File: config.mk
export PLATFORM = sky130hd
export DESIGN_NAME = mem_sig_gen
export DESIGN_NICKNAME = d
export VERILOG_FILES = /design/src/rtl/mem_sig_gen.sv
export SDC_FILE = /design/constraint.sdc
export NUM_CORES = 1
export LEC_CHECK = 0
export ABC_AREA = 0
export BUFFER_PORTS_ARGS = -buffer_cell sky130_fd_sc_hd__buf_2
export CORE_AREA = 2 2 124 90
export CTS_CLUSTER_DIAMETER = 200
export CTS_CLUSTER_SIZE = 8
export DETAILED_ROUTE_END_ITERATION = 8
export DIE_AREA = 0 0 126 92
export GPL_ROUTABILITY_DRIVEN = 0
export PLACE_DENSITY = 0.52
export SLEW_MARGIN = 20
export SYNTH_ARGS = -nofsm -noshare
export SYNTH_HDL_FRONTEND = slang
export SYNTH_SLANG_ARGS = --single-unit
File: constraint.sdc
create_clock -name clk -period 2.25 [get_ports clk]
set_input_delay 0.45 -clock clk [delete_from_list [all_inputs] [get_ports clk]]
set_output_delay 0.45 -clock clk [all_outputs]
set_load 0.05 [all_outputs]
File: src/rtl/mem_sig_gen.sv
module mem_sig_gen #(
  parameter int ADDR_W        = 12,
  parameter int DATA_W        = 16,
  parameter int SIG_W         = 24,
  parameter int PAGE_WORDS    = 16,
  parameter int BLOCK_WORDS   = 512,
  parameter int SYS_BASE      = 2048,
  parameter int SYS_WORDS     = 64,
  parameter int BUDGET_CYCLES = 6000,
  parameter logic [SIG_W-1:0] POLY = 24'h864CFB
) (
  input  logic              clk,
  input  logic              rst_n,
  input  logic              start_i,
  input  logic [ADDR_W-1:0] start_addr_i,
  output logic              mem_req_o,
  output logic [ADDR_W-1:0] mem_addr_o,
  input  logic [DATA_W-1:0] mem_rdata_i,
  output logic              busy_o,
  output logic              done_o,
  output logic [SIG_W-1:0]  sig_o
);
  localparam int PAGE_BITS = $clog2(PAGE_WORDS);
  localparam logic [ADDR_W-1:0] USER_LAST = ADDR_W'(BLOCK_WORDS - PAGE_WORDS - 1);
  localparam logic [ADDR_W-1:0] SYS_FIRST = ADDR_W'(SYS_BASE);
  localparam logic [ADDR_W-1:0] SYS_LAST  = ADDR_W'(SYS_BASE + SYS_WORDS - 1);
  localparam int CNT_W = $clog2(BUDGET_CYCLES + 1) + 1;

  typedef enum logic [1:0] {S_IDLE, S_READ, S_DRAIN} state_t;

  state_t            st;
  logic [ADDR_W-1:0] cur_addr, last_addr;
  logic [SIG_W-1:0]  acc, sig_q;
  logic              pend, done_q;

  function automatic logic [SIG_W-1:0] lfsr_step(input logic [SIG_W-1:0] v);
    return {v[SIG_W-2:0], 1'b0} ^ (v[SIG_W-1] ? POLY : '0);
  endfunction

  wire               sys_sel    = start_addr_i >= SYS_FIRST;
  wire  [ADDR_W-1:0] page_start = {start_addr_i[ADDR_W-1:PAGE_BITS], {PAGE_BITS{1'b0}}};
  wire               empty_rng  = !sys_sel && (page_start > USER_LAST);
  wire  [SIG_W-1:0]  folded     = lfsr_step(acc ^ SIG_W'(mem_rdata_i));

  assign mem_req_o  = (st == S_READ);
  assign mem_addr_o = cur_addr;
  assign busy_o     = (st != S_IDLE);
  assign done_o     = done_q;
  assign sig_o      = sig_q;

  always_ff @(posedge clk) begin
    if (!rst_n) begin
      st        <= S_IDLE;
      cur_addr  <= '0;
      last_addr <= '0;
      acc       <= '1;
      sig_q     <= '0;
      pend      <= 1'b0;
      done_q    <= 1'b0;
    end else begin
      done_q <= 1'b0;
      pend   <= mem_req_o;
      case (st)
        S_IDLE: if (start_i) begin
          acc <= '1;
          if (empty_rng) begin
            sig_q  <= '1;
            done_q <= 1'b1;
          end else begin
            cur_addr  <= sys_sel ? SYS_FIRST : page_start;
            last_addr <= sys_sel ? SYS_LAST : USER_LAST;
            st        <= S_READ;
          end
        end
        S_READ: begin
          if (pend) acc <= folded;
          if (cur_addr == last_addr) st <= S_DRAIN;
          else cur_addr <= cur_addr + 1'b1;
        end
        S_DRAIN: begin
          sig_q  <= folded;
          done_q <= 1'b1;
          st     <= S_IDLE;
        end
        default: st <= S_IDLE;
      endcase
    end
  end

  logic [CNT_W-1:0] busy_cnt;
  always_ff @(posedge clk) begin
    if (!rst_n || !busy_o) busy_cnt <= '0;
    else if (busy_cnt != '1) busy_cnt <= busy_cnt + 1'b1;
  end


  req_busy_chk: assert property (@(posedge clk) disable iff (!rst_n)
    mem_req_o |-> busy_o);

  addr_step_chk: assert property (@(posedge clk) disable iff (!rst_n)
    mem_req_o && $past(mem_req_o) |-> mem_addr_o == $past(mem_addr_o) + 1'b1);

  last_page_skip_chk: assert property (@(posedge clk) disable iff (!rst_n)
    mem_req_o |-> (mem_addr_o <= USER_LAST) || (mem_addr_o >= SYS_FIRST && mem_addr_o <= SYS_LAST));

  done_pulse_chk: assert property (@(posedge clk) disable iff (!rst_n)
    done_o |=> !done_o);

  sig_hold_chk: assert property (@(posedge clk) disable iff (!rst_n)
    !done_o |-> $stable(sig_o));

  done_idle_chk: assert property (@(posedge clk) disable iff (!rst_n)
    done_o |-> !busy_o);

  budget_chk: assert property (@(posedge clk) disable iff (!rst_n)
    busy_o |-> busy_cnt < CNT_W'(BUDGET_CYCLES));
endmodule

Word level (Yosys, flattened, before mapping) --
Index checks and enable logic that the tools add are counted.
Cells by class: add/subtract/negate cells 1, $mul 0, divide/modulo/power cells 0, order comparisons 2, equality and inequality tests 9, shift-type cells 0, multiplexer cells 20, bitwise gates (word level) 3, reduce and logical (&&, ||, !) cells 11
Operators with widths (number):
- 24-bit two-way mux | 5
- 24-bit one-hot mux with 2 select lines | 2
- 12-bit two-way mux | 5
- 12-bit one-hot mux with 2 select lines | 1
- 24-bit by 16-bit XOR with 24-bit output | 1
- 24-bit XOR | 1
- 12-bit by 1-bit adder with 12-bit output, second input constant | 1
- 12-bit == test | 1
- 12-bit greater-or-equal comparator, second input constant | 1
- 12-bit by 9-bit > comparator with 1-bit output, second input constant | 1
- 3-bit AND reduction | 4
- 2-bit inequality test, second input constant | 4
- 2-bit two-way mux | 3
- 2-bit nonzero test | 3
- 2-bit by 1-bit inequality test with 1-bit output, second input constant | 2
- 2-bit one-hot mux with 2 select lines | 1
- 4-bit AND reduction | 1
- 2-bit by 1-bit == test with 1-bit output, second input constant | 1
- 2-bit == test, second input constant | 1
- 2-bit zero test | 1
- 1-bit two-way mux | 2
- 1-bit one-hot mux with 2 select lines | 1
- 1-bit logical AND | 1
- 1-bit zero test | 1
- 1-bit NOT | 1
Storage, ports and cells: bits in registers 76, latch bits 0, RAM bits 0, memory bits (read-only) 0, bits of input ports 31, output and inout bits 39, word-level logic and storage cells 53, memories kept 0

Depth between registers and ports, before layout --
depth after elaboration 6, mapped depth 7, gate-level depth less buffers 6

Least setup slack after synthesis --
Ideal clock, no wire load.
kind flip-flop to flip-flop, from register cur_addr[2], in the netlist mem_addr_o[2], to register cur_addr[8], in the netlist mem_addr_o[8], setup time 0.072 ns, arrival time 2.024 ns, data required time 2.178 ns, setup slack 0.154 ns, cell stages (with the launch flop) 8, buffers on the path 2, clock period less this slack 2.096 ns, cells stage by stage dfxtp_1 buf_2 and4_1 a22oi_1 nor4_4 a21o_1 buf_6 mux2i_1
Between the ends: longest elaborated chain between the ends 3, elaborated cells between the ends (all ways) 6, those cells by class add/sub: 1; eq/ne: 2; mux: 2; reduce/logical: 1
Ends and longest elaborated chain:
- start: declaration | RTL line 32 | logic [ADDR_W-1:0] cur_addr, last_addr;
- start signal: assignment | RTL line 70 | cur_addr <= sys_sel ? SYS_FIRST : page_start;
- start signal: assignment | RTL line 78 | else cur_addr <= cur_addr + 1'b1;
- 12-bit by 1-bit adder with 12-bit output or 12-bit == test (tied branches) | RTL line 78, 77
- 12-bit two-way mux or 2-bit inequality test (tied branches)
- 12-bit one-hot mux with 2 select lines or 4-bit AND reduction (tied branches)
Parallel ways exist; a longest one is shown, timed or not. The select of a mux whose other input is x is not followed. A chain may end at the register's enable or synchronous reset.

Final worst setup path --
from register cur_addr[5], in the netlist mem_addr_o[5], to register cur_addr[9], in the netlist mem_addr_o[9]
The elaborated chain is that of the path after synthesis.

==> impl_results.md <==
* Initial DRT Pass Iterations at 4
* Final setup viols at 0
* Residual DRC at 0
* Min-delay src: sig_o[12]$_SDFFE_PN0P_
* Syn_area_per_cell at 9.166 um2
* Met2 Routed Length at 3506 um
* Synthesized Nets at 367
* Layout cells sized above 1 at 28.64%
* Largest family of logic cells by synthesized area: compound AO/OA/AOI/OAI gates
* Routed met1 length at 4385 um
* # nets final at 432
* CP startpoint kind: flip-flop
* Synth Area in XOR/XNOR at 9.128%
* Initial core utilization at 29.05%
* Congestion Overflow GR at 0
* Slowest stage delay, CP at 0.37 ns
* First-pass GRT wire length at 13740 um
* Final wirelength at 8246 um
* Crit path kind: flip-flop to flip-flop
* Sink Count at 67
* Netlist cell types at 45
* Final Critical Period at 1.880 ns
* Ys flop type: dfxtp_1
* Reg2Reg Setup Slack at 0.37 ns
* H-tree depth reported by CTS at 3
* RSZ-0062 raised after global routing: no
* Synthesized cell area at 3070 um2
* Post-layout instance area at 3921 um2
* Worst-margin pin slew at 0.8489 ns
* Clk_skew at 0.005232 ns
* Slowest cell on the critical path: dfxtp_1
* Fmax at 531.9 MHz
* Post-CTS setup buffer count at 0
* Combinational share of power at 24.5%
* Cts bufs inserted at 9
* Die area at 11590 um2
* Net Sw Frac at 32.09%
* Seq/Total Area, Yosys at 43.68%
* Post-synthesis mux area share at 0.6520%
* Worst path arrival time at 2.13 ns
* Fin util at 37.10%
* Met3 wire len at 270 um
* Core Rows at 32
* Slew headroom at 43.33%
* Status: finished, final reports clean
* WHS Path Cells at 1
* Synthesized instance count at 335
* CTS Hold Bufs at 0
* # diodes at 0
* CP Max Fanout at 8
* Detail Route Antenna Nets at 0
* Via count at 2694
* Vias per cell at 4.980
* Internal power at 0.002688 W
* EDFF count, synth at 0
* Tot GR Track Use at 14.84%
* Syn. warnings at 0
* Initial DRC count at 256
* Crit-path cells: xor2_1 > or3_4 > nor4_4 > a21o_1 > mux2i_1
* Crit share post-route at 83.55%
* Top layer in use: met4
* Post-synthesis adder-cell area fraction at 0.4075%
* Initial antenna violation count at 0
* Post-DP Area at 3580 um2
* Switching pwr at 0.001270 W
* Crit path required time at 2.50 ns
* Worst skew pair latency at 0.32 ns
* Hold Fails Final Rpt at 0
* Layout area overhead at 27.71%
* Post-DR wirelength/cell at 15.24 um
* Reg2reg end: mem_addr_o[9]$_SDFFE_PN0P_
* Hold_ws at 0.4972 ns
* Worst vdd ir at 0.3740 mV
* Die width at 126 um
* Compound-gate portion of the synthesized area at 22.49%
* Clock power frac at 40.5%
* Synth Area in Simple Gates at 18.87%
* Vias in the first global route at 2563
* Static leakage at 1.676 nW
* Post-DP HPWL at 5711 um
* Reg power frac at 35.0%
* CTS tree: done
* Total power at 0.003958 W
* Largest net degree at the start of global routing at 44
* Yosys reg bits at 67
* Max-slew violations at 0
* Cell area power density at 1009 nW/um2
* Clk buf depth at 2
* CTS root buf: clkbuf_16
* Vert. Die Dim at 92 um
* Core area at 10570 um2
* Crit end category: flip-flop
* Max-cap viol count at 0
* Worst Hold End: sig_o[12]$_SDFFE_PN0P_
* Post-Route Setup TNS at 0 ns
* Reg clk slew, reported paths at 0.06 ns
* Depth of the most critical reg-to-reg path at 5
* RR Startpoint: mem_addr_o[5]$_SDFFE_PN0P_
* Hold Crit Class: flip-flop to flip-flop
* # IOs at 70
* Port Buffers at 65
* Post-CTS Resized at 0
* Ys async rst share at 0%
per-stage QoR:
| step | setup slack [ns] | std cells |
|---|---|---|
| floorplan | 0.1541 | 335 |
| global placement | 0.1924 | 525 |
| detailed placement | 0.1884 | 525 |
| CTS | 0.3518 | 541 |
| global route | 0.1837 | 541 |
| finish | 0.3700 | 541 |
sequential cells by signal, indices dropped and copies added, names as in the netlist:
register and flops:
mem_addr_o 12, last_addr 3, st 2, sig_o 24
acc 24, pend 1, done_o 1
worst max-delay path by stage:
| stage | end | slack, ns | from | depth (start not counted) |
|---|---|---|---|---|
| floorplan | mem_addr_o[8]$_SDFFE_PN0P_ | 0.15 | mem_addr_o[2]$_SDFFE_PN0P_ | 7 |
| global placement | mem_addr_o[4]$_SDFFE_PN0P_ | 0.19 | start_addr_i[11] | 6 |
| detailed placement | mem_addr_o[9]$_SDFFE_PN0P_ | 0.19 | start_addr_i[11] | 6 |
| CTS | mem_req_o | 0.35 | st[1]$_SDFFE_PN0P_ | 3 |
| global route | mem_addr_o[8]$_SDFFE_PN0P_ | 0.18 | mem_addr_o[2]$_SDFFE_PN0P_ | 5 |
| finish | mem_addr_o[9]$_SDFFE_PN0P_ | 0.37 | mem_addr_o[5]$_SDFFE_PN0P_ | 5 |
power by group through the flow:
stage          combinational [W]  clock, W  sequential (W)
2_1_floorplan           0.000471         0         0.00163
3_3_place_gp            0.000967         0         0.00141
3_5_place_dp            0.000973         0         0.00141
4_1_cts                 0.000975   0.00165         0.00139
5_1_grt                  0.00105   0.00171         0.00140
6_report                0.000970   0.00160         0.00139
cell usage in the layout (no fill, tap or decap), drive strengths merged, types with 5 or more instances in the layout:
cell type	netlist	routed
nor3b	5	5
xor2	5	5
inv	6	6
o211a	10	10
nand2	33	33
o21ai	27	27
o22ai	11	11
o221a	16	16
a21oi	5	5
clkbuf	19	9
dfxtp	67	67
nand3	15	15
nand2b	13	13
nor3	12	12
o211ai	6	6
nor4	5	5
buf	7	80
nor2	10	10
xnor2	27	27
critical path, delay by kind of cell (launching register included):
family / cells / cell delay [ns]
compound gates: 1 / 0.33
flops: 1 / 0.37
xor+xnor: 1 / 0.18
simple gates: 2 / 0.70
mux: 1 / 0.22
cells in the mapped netlist (3+ instances only):
| library cell | n | share of area, % |
|---|---|---|
| nor2_1 | 10 | 1.2 |
| o211ai_1 | 6 | 1.5 |
| nor3_1 | 12 | 2.0 |
| and3_1 | 3 | 0.61 |
| nand4_1 | 3 | 0.61 |
| nor3b_1 | 5 | 1.2 |
| buf_6 | 3 | 1.1 |
| o211a_1 | 10 | 3.3 |
| nand3_1 | 15 | 2.4 |
| nand2b_1 | 13 | 2.6 |
| o21ai_0 | 27 | 4.4 |
| nor4_1 | 4 | 0.81 |
| xnor2_1 | 27 | 7.7 |
| nand2_1 | 33 | 4.0 |
| xor2_1 | 5 | 1.4 |
| o221a_2 | 15 | 5.5 |
| o22ai_1 | 11 | 2.2 |
| inv_1 | 6 | 0.73 |
| buf_2 | 3 | 0.49 |
| dfxtp_1 | 67 | 44 |
| clkbuf_1 | 19 | 2.3 |
| a21oi_1 | 5 | 0.81 |
metal layers:
metal	track usage [%]	vias up
li1	-	1354
met4	4.212	0
met3	4.259	7
met2	20.92	51
met5	0	-
met1	21.83	1282
logic make-up (layout without fill, tap and decap cells):
| group | count (synthesis) | after routing |
|---|---|---|
| xor gates and xnor gates | 32 | 32 |
| muxes | 2 | 2 |
| DFF | 67 | 67 |
| AOI/OAI and AO/OA | 92 | 92 |
| adders and majority gates | 1 | 1 |
| buffers and inverters | 32 | 102 |
| and+or+nand+nor | 109 | 109 |
area by class of cell:
| class | instances | area, um2 |
|---|---|---|
| clock buffer | 9 | 225.2 |
| clock inverter | 7 | 116.4 |
| fill | 1108 | 6649 |
| inverter | 6 | 22.52 |
| multi-input combinational | 236 | 1595 |
| sequential | 67 | 1341 |
| tap | 136 | 170.2 |
| timing repair buffer | 80 | 450.4 |
Note: power is estimated with default switching activity, not from simulation.
